==> src/rtl/ptw_pkg.sv <==
package ptw_pkg;
  localparam int ENTRY_W         = 64;
  localparam int ENTRY_SHIFT     = 3;
  localparam int ENTRY_VALID_BIT = 0;

  typedef enum logic [2:0] {
    S_IDLE,
    S_ADDR,
    S_REQ,
    S_WAIT,
    S_RESP
  } walk_state_e;
endpackage

==> src/rtl/ptw_index_sel.sv <==
module ptw_index_sel #(
  parameter int LEVELS = 4,
  parameter int IDX_W  = 9,
  parameter int OFF_W  = 12,
  localparam int VA_W  = LEVELS * IDX_W + OFF_W,
  localparam int LVL_W = $clog2(LEVELS)
) (
  input  logic [VA_W-1:0]  vaddr,
  input  logic [LVL_W-1:0] lvl,
  output logic [IDX_W-1:0] idx
);
  logic [IDX_W-1:0] slice [LEVELS];

  for (genvar g = 0; g < LEVELS; g++) begin : g_slice
    assign slice[g] = vaddr[OFF_W + (LEVELS - 1 - g) * IDX_W +: IDX_W];
  end

  always_comb begin
    idx = '0;
    for (int g = 0; g < LEVELS; g++) begin
      if (lvl == LVL_W'(g)) idx = slice[g];
    end
  end

  logic unused_off;
  assign unused_off = ^vaddr[OFF_W-1:0];
endmodule

==> src/rtl/ptw_addr_gen.sv <==
module ptw_addr_gen
  import ptw_pkg::*;
#(
  parameter int PA_W  = 40,
  parameter int IDX_W = 9,
  parameter int OFF_W = 12
) (
  input  logic [PA_W-1:0]    base,
  input  logic [IDX_W-1:0]   idx,
  input  logic [ENTRY_W-1:0] entry,
  output logic [PA_W-1:0]    entry_addr,
  output logic [PA_W-1:0]    next_base,
  output logic               entry_valid
);
  assign entry_addr  = base + (PA_W'(idx) << ENTRY_SHIFT);
  assign next_base   = {entry[PA_W-1:OFF_W], {OFF_W{1'b0}}};
  assign entry_valid = entry[ENTRY_VALID_BIT];

  logic unused_bits;
  assign unused_bits = ^{entry[ENTRY_W-1:PA_W], entry[OFF_W-1:1]};
endmodule

==> src/rtl/ptw_root_reg.sv <==
module ptw_root_reg #(
  parameter int PA_W = 40
) (
  input  logic            clk,
  input  logic            rst,
  input  logic            we,
  input  logic [PA_W-1:0] wdata,
  input  logic            idle,
  output logic [PA_W-1:0] root_q
);
  always_ff @(posedge clk) begin
    if (rst)              root_q <= '0;
    else if (we && idle)  root_q <= wdata;
  end

  // the root cannot move while a walk is running
  a_r7_root_frozen: assert property (@(posedge clk) disable iff (rst)
    !idle |=> $stable(root_q));
endmodule

==> src/rtl/ptw_walker.sv <==
module ptw_walker
  import ptw_pkg::*;
#(
  parameter int LEVELS = 4,
  parameter int IDX_W  = 9,
  parameter int OFF_W  = 12,
  parameter int PA_W   = 40,
  localparam int VA_W  = LEVELS * IDX_W + OFF_W,
  localparam int LVL_W = $clog2(LEVELS)
) (
  input  logic               clk,
  input  logic               rst,
  input  logic               root_we,
  input  logic [PA_W-1:0]    root_wdata,
  output logic               root_ready,
  input  logic               req_valid,
  output logic               req_ready,
  input  logic [VA_W-1:0]    req_vaddr,
  output logic               rsp_valid,
  input  logic               rsp_ready,
  output logic               rsp_fault,
  output logic [LVL_W-1:0]   rsp_level,
  output logic [PA_W-1:0]    rsp_paddr,
  output logic               mem_req_valid,
  input  logic               mem_req_ready,
  output logic [PA_W-1:0]    mem_req_addr,
  input  logic               mem_rsp_valid,
  input  logic [ENTRY_W-1:0] mem_rsp_data
);
  localparam logic [LVL_W-1:0] LAST = LVL_W'(LEVELS - 1);

  walk_state_e      state;
  logic [LVL_W-1:0] lvl_q;
  logic [PA_W-1:0]  base_q;
  logic [VA_W-1:0]  va_q;
  logic [PA_W-1:0]  root_q;
  logic [IDX_W-1:0] cur_idx;
  logic [PA_W-1:0]  entry_addr;
  logic [PA_W-1:0]  next_base;
  logic             entry_valid;
  logic             idle;

  assign idle       = (state == S_IDLE);
  assign root_ready = idle;
  assign req_ready  = idle && !root_we;

  ptw_root_reg #(.PA_W(PA_W)) i_root (
    .clk(clk), .rst(rst), .we(root_we), .wdata(root_wdata),
    .idle(idle), .root_q(root_q)
  );

  ptw_index_sel #(.LEVELS(LEVELS), .IDX_W(IDX_W), .OFF_W(OFF_W)) i_idx (
    .vaddr(va_q), .lvl(lvl_q), .idx(cur_idx)
  );

  ptw_addr_gen #(.PA_W(PA_W), .IDX_W(IDX_W), .OFF_W(OFF_W)) i_addr (
    .base(base_q), .idx(cur_idx), .entry(mem_rsp_data),
    .entry_addr(entry_addr), .next_base(next_base), .entry_valid(entry_valid)
  );

  always_ff @(posedge clk) begin
    if (rst) begin
      state         <= S_IDLE;
      lvl_q         <= '0;
      base_q        <= '0;
      va_q          <= '0;
      mem_req_valid <= 1'b0;
      mem_req_addr  <= '0;
      rsp_valid     <= 1'b0;
      rsp_fault     <= 1'b0;
      rsp_level     <= '0;
      rsp_paddr     <= '0;
    end else begin
      case (state)
        S_IDLE: if (req_valid && req_ready) begin
          va_q   <= req_vaddr;
          base_q <= root_q;
          lvl_q  <= '0;
          state  <= S_ADDR;
        end
        S_ADDR: begin
          mem_req_valid <= 1'b1;
          mem_req_addr  <= entry_addr;
          state         <= S_REQ;
        end
        S_REQ: if (mem_req_ready) begin
          mem_req_valid <= 1'b0;
          state         <= S_WAIT;
        end
        S_WAIT: if (mem_rsp_valid) begin
          if (!entry_valid) begin
            rsp_valid <= 1'b1;
            rsp_fault <= 1'b1;
            rsp_level <= lvl_q;
            rsp_paddr <= '0;
            state     <= S_RESP;
          end else if (lvl_q == LAST) begin
            rsp_valid <= 1'b1;
            rsp_fault <= 1'b0;
            rsp_level <= lvl_q;
            rsp_paddr <= {next_base[PA_W-1:OFF_W], va_q[OFF_W-1:0]};
            state     <= S_RESP;
          end else begin
            base_q <= next_base;
            lvl_q  <= lvl_q + 1'b1;
            state  <= S_ADDR;
          end
        end
        S_RESP: if (rsp_ready) begin
          rsp_valid <= 1'b0;
          state     <= S_IDLE;
        end
        default: state <= S_IDLE;
      endcase
    end
  end

  // a pending read holds its address until taken
  a_r6_req_hold: assert property (@(posedge clk) disable iff (rst)
    mem_req_valid && !mem_req_ready |=> mem_req_valid && $stable(mem_req_addr));

  // a returning entry never overlaps a new read request
  a_r6_single_read: assert property (@(posedge clk) disable iff (rst)
    mem_rsp_valid |-> !mem_req_valid);

  // response held until consumed
  a_r8_rsp_hold: assert property (@(posedge clk) disable iff (rst)
    rsp_valid && !rsp_ready |=> rsp_valid && $stable(rsp_fault)
      && $stable(rsp_paddr) && $stable(rsp_level));

  // a fault carries no frame
  a_r5_fault_no_frame: assert property (@(posedge clk) disable iff (rst)
    rsp_valid && rsp_fault |-> rsp_paddr == '0);

  // no request or root write accepted while a result waits
  a_r9_busy_blocks: assert property (@(posedge clk) disable iff (rst)
    (rsp_valid || mem_req_valid) |-> !req_ready && !root_ready);

  // level counter stays within the configured depth
  a_r3_level_bound: assert property (@(posedge clk) disable iff (rst)
    lvl_q <= LAST);
endmodule

==> config.mk <==
export PLATFORM = sky130hd
export DESIGN_NAME = ptw_walker
export DESIGN_NICKNAME = d
export VERILOG_FILES = /design/src/rtl/ptw_pkg.sv /design/src/rtl/ptw_index_sel.sv /design/src/rtl/ptw_addr_gen.sv /design/src/rtl/ptw_root_reg.sv /design/src/rtl/ptw_walker.sv
export SDC_FILE = /design/constraint.sdc
export NUM_CORES = 1
export LEC_CHECK = 0
export BUFFER_PORTS_ARGS = -buffer_cell sky130_fd_sc_hd__buf_2
export CELL_PAD_IN_SITES_DETAIL_PLACEMENT = 1
export CELL_PAD_IN_SITES_GLOBAL_PLACEMENT = 2
export CORE_MARGIN = 1
export CORE_UTILIZATION = 32
export CTS_CLUSTER_DIAMETER = 120
export CTS_CLUSTER_SIZE = 16
export DETAILED_ROUTE_END_ITERATION = 12
export GPL_ROUTABILITY_DRIVEN = 0
export GPL_TIMING_DRIVEN = 0
export HOLD_SLACK_MARGIN = 0.03
export PLACE_DENSITY = 0.9
export SETUP_SLACK_MARGIN = 0.02
export SLEW_MARGIN = 20
export SYNTH_ARGS = -nofsm -noshare
export SYNTH_HDL_FRONTEND = slang
export SYNTH_HIERARCHICAL = 1
export SYNTH_SLANG_ARGS = --single-unit
==> constraint.sdc <==
create_clock -name clk -period 3.7 [get_ports clk]
set_input_delay 0.555 -clock clk [delete_from_list [all_inputs] [get_ports clk]]
set_output_delay 0.555 -clock clk [all_outputs]
set_load 0.01 [all_outputs]
==> impl_metrics.json <==
{
  "outcome": "finished clean",
  "port-buffer-count": 180,
  "initial_core_util": 0.327,
  "path_clk_slew_ns": 0.08,
  "hp-class": "in2reg",
  "first_pass_iters": 4,
  "top_layer": "met5",
  "critical-path-max-stage-delay_ns": 0.57,
  "start_kind": "flop",
  "grt_pass1_vias": 9078,
  "final_antenna_net_count": 0,
  "fin_tns_setup_ns": 0,
  "slew_viol_final": 0,
  "synth_edf_count": 0,
  "combPwrFrac": 0.212,
  "clk_latency_ns": 0.49,
  "synth_area_leaders": "dfxtp_1 42%, nand2_1 8.6%, a21oi_1 6.6%",
  "cts_setup_buffers": 0,
  "ys_seq_elements": 218,
  "ys_types": 55,
  "p_sw_frac": 0.304,
  "slew-limit-headroom": 0.484,
  "power_frac_seq": 0.482,
  "grt_util_all_layers": 0.197,
  "worstSetupEndpointType": "flop",
  "async_flop_share": 0,
  "crit_chain": "buf_6 -> mux4_2 -> ha_1 -> fa_1 -> a21o_1 -> a221oi_4 -> nand2_2 -> nand3_1 -> nor2_1 -> xor2_1 -> nand2_1 -> a21oi_1",
  "die_width_um": 182,
  "coreArea_mm2": 0.0317,
  "grt_max_degree": 17,
  "root_buffer": "clkbuf_16",
  "layout-drive-gt1-share": 0.287,
  "peakVddDrop_uv": 212,
  "fin_crit_sh": 0.903,
  "cp.required_ns": 4.12,
  "hold_viol_final": 0,
  "ys_seq_area_frac": 0.421,
  "rsz0062_at_grt": "no",
  "wirelength_um": 32900,
  "yosysWarnings": 6,
  "overflow": 0,
  "wl_per_cell_um": 18.4,
  "syn_area_per_cell_um2": 8.81,
  "num_vias": 8783,
  "route.detailed.drc": 0,
  "synth_top_area_frac": 0.421,
  "drt_iter0_markers": 330,
  "power_density_mw_per_mm2": 444,
  "dr_wl_met2_um": 15400,
  "path_class": "reg2reg",
  "critical-path-top-delay-family": "compound AO/OA/AOI/OAI gates",
  "rows": 65,
  "nets": 1556,
  "drv_cap": 0,
  "numCtsBuffers": 17,
  "cts_htree_levels": 1,
  "wl_met1_um": 14900,
  "hpwl_um": 25800,
  "synth_top_cell_by_area": "dfxtp_1",
  "finClkSkew_ns": 0.0169,
  "die_height_um": 182,
  "dr_wl_met3_um": 1880,
  "switching_power_uw": 1650,
  "cp_slowest_cell": "mux4_2",
  "netlist_area_mm2": 0.0104,
  "clockPowerShare": 0.306,
  "worstPathMaxFanout": 9,
  "tightestPinTransition_ns": 0.772,
  "setup_viol": 0,
  "cts_hold_buf": 0,
  "cts_tree": "built",
  "totalPowerFinal_uw": 5450,
  "clock.fmax_mhz": 299,
  "layout_min_cycle_time_ns": 3.34,
  "ios": 246,
  "cts_num_sinks": 218,
  "die_area_mm2": 0.0331,
  "grt_pass1_wl_um": 50900,
  "antenna_found_initial": 5,
  "area_delta_synth_final_pct": 18.3,
  "p_int_uw": 3790,
  "cp_num_buf_inv": 1,
  "vias_per_cell": 4.91,
  "synth_flop_cell": "dfxtp_1",
  "post_cts_resized": 0,
  "worst-endpoint-arrival_ns": 3.76,
  "cts.path.max_buffers": 3,
  "leakage_uw": 0.00510,
  "syn_inst": 1176
}
kinds of logic after synthesis:
logic type,share of synthesized area
other,0.000362
buffers and inverters,0.0888
multiplexers,0.0620
XOR/XNOR,0.0296
AO/OA/AOI/OAI,0.202
adder cells (fa/ha/maj),0.0140
AND/OR/NAND/NOR,0.182
flip-flops,0.421
worst paths after layout:
kind                                       from                            end  slack [ns]  cells past startpoint
setup reg to reg          lvl_q[0]$_SDFFE_PP0P_  mem_req_addr[25]$_SDFFE_PP0P_        0.36                     12
setup / recovery          lvl_q[0]$_SDFFE_PP0P_  mem_req_addr[25]$_SDFFE_PP0P_        0.36                     12
hold / removal                        rsp_ready         rsp_valid$_SDFFE_PP0P_        0.29                      2
hold reg to reg   mem_req_addr[37]$_SDFFE_PP0P_  mem_req_addr[37]$_SDFFE_PP0P_        0.45                      2
synthesized netlist by cell type, drive strengths merged, types with 2 or more instances:
cell	number
a211oi	41
a21bo	40
a21o	2
a21oi	177
a221oi	2
and3	7
buf	98
clkbuf	42
dfxtp	218
ha	10
inv	8
mux2i	44
mux4	9
nand2	237
nand2b	3
nand3	91
nand3b	3
nand4	5
nor2	62
nor2b	3
nor3	14
o211ai	2
o21a	4
o21ai	3
xnor2	15
xor2	20
placed cells by master (no fill, tap or decap), types with 6 or more instances in the layout:
cell type,instances
ha_1,10
a21oi_1,137
dfxtp_1,218
buf_4,53
buf_6,11
conb_1,12
xnor2_1,15
a21oi_2,40
mux4_2,9
buf_2,210
nor2_1,62
mux2i_1,44
and3_1,6
nor3_1,11
nand2_1,236
inv_1,8
a211oi_2,40
xor2_1,20
clkbuf_16,17
nand3_1,90
a21bo_1,40
clkbuf_1,41
routing by layer:
layer	GRT usage	vias to the layer above
met2	0.333	188
met1	0.260	4162
li1	-	4381
met5	0	-
met4	0.0501	6
met3	0.0337	46
sequential cells by signal (all words and copies together), names as in the netlist:
| name | flops |
|---|---|
| mem_req_addr | 40 |
| rsp_paddr | 40 |
| mem_req_valid | 1 |
| i_root/root_q | 40 |
| rsp_valid | 1 |
| rsp_fault | 1 |
| state | 3 |
| lvl_q | 2 |
| base_q | 40 |
| va_q | 48 |
| rsp_level | 2 |
power by group through the flow:
stage          combinational, µW  sequential (µW)  clock, µW
4_1_cts                     1160             2630       1730
3_5_place_dp                1150             2680          0
3_3_place_gp                1130             2670          0
6_report                    1150             2630       1670
5_1_grt                     1270             2650       1810
2_1_floorplan                817             2650          0
area by class of cell:
| class | instances | area (µm²) |
|---|---|---|
| multi-input cells | 821 | 5140 |
| well taps | 402 | 503 |
| repair buffers | 180 | 901 |
| clock inverters | 1 | 8.76 |
| inverters | 8 | 30.0 |
| diodes | 2 | 5.00 |
| fillers | 3840 | 19500 |
| clock buffers | 17 | 425 |
| plain buffers | 140 | 891 |
| flip-flops and latches | 218 | 4360 |
metrics by stage:
| step | cell area, µm² | utilization | hold slack, ns | setup slack, ns | std cells |
|---|---|---|---|---|---|
| finish | 12300 | 0.387 | 0.293 | 0.359 | 1789 |
| global route | 12300 | 0.387 | 0.286 | 0.0712 | 1788 |
| CTS | 12200 | 0.386 | 0.273 | 0.181 | 1787 |
| detailed placement | 11800 | 0.372 | 0.443 | 0.199 | 1769 |
| global placement | 11800 | 0.372 | 0.434 | 0.248 | 1769 |
| floorplan | 10400 | - | 0.433 | 0.716 | 1187 |
Note: power is estimated with default switching activity, not from simulation.
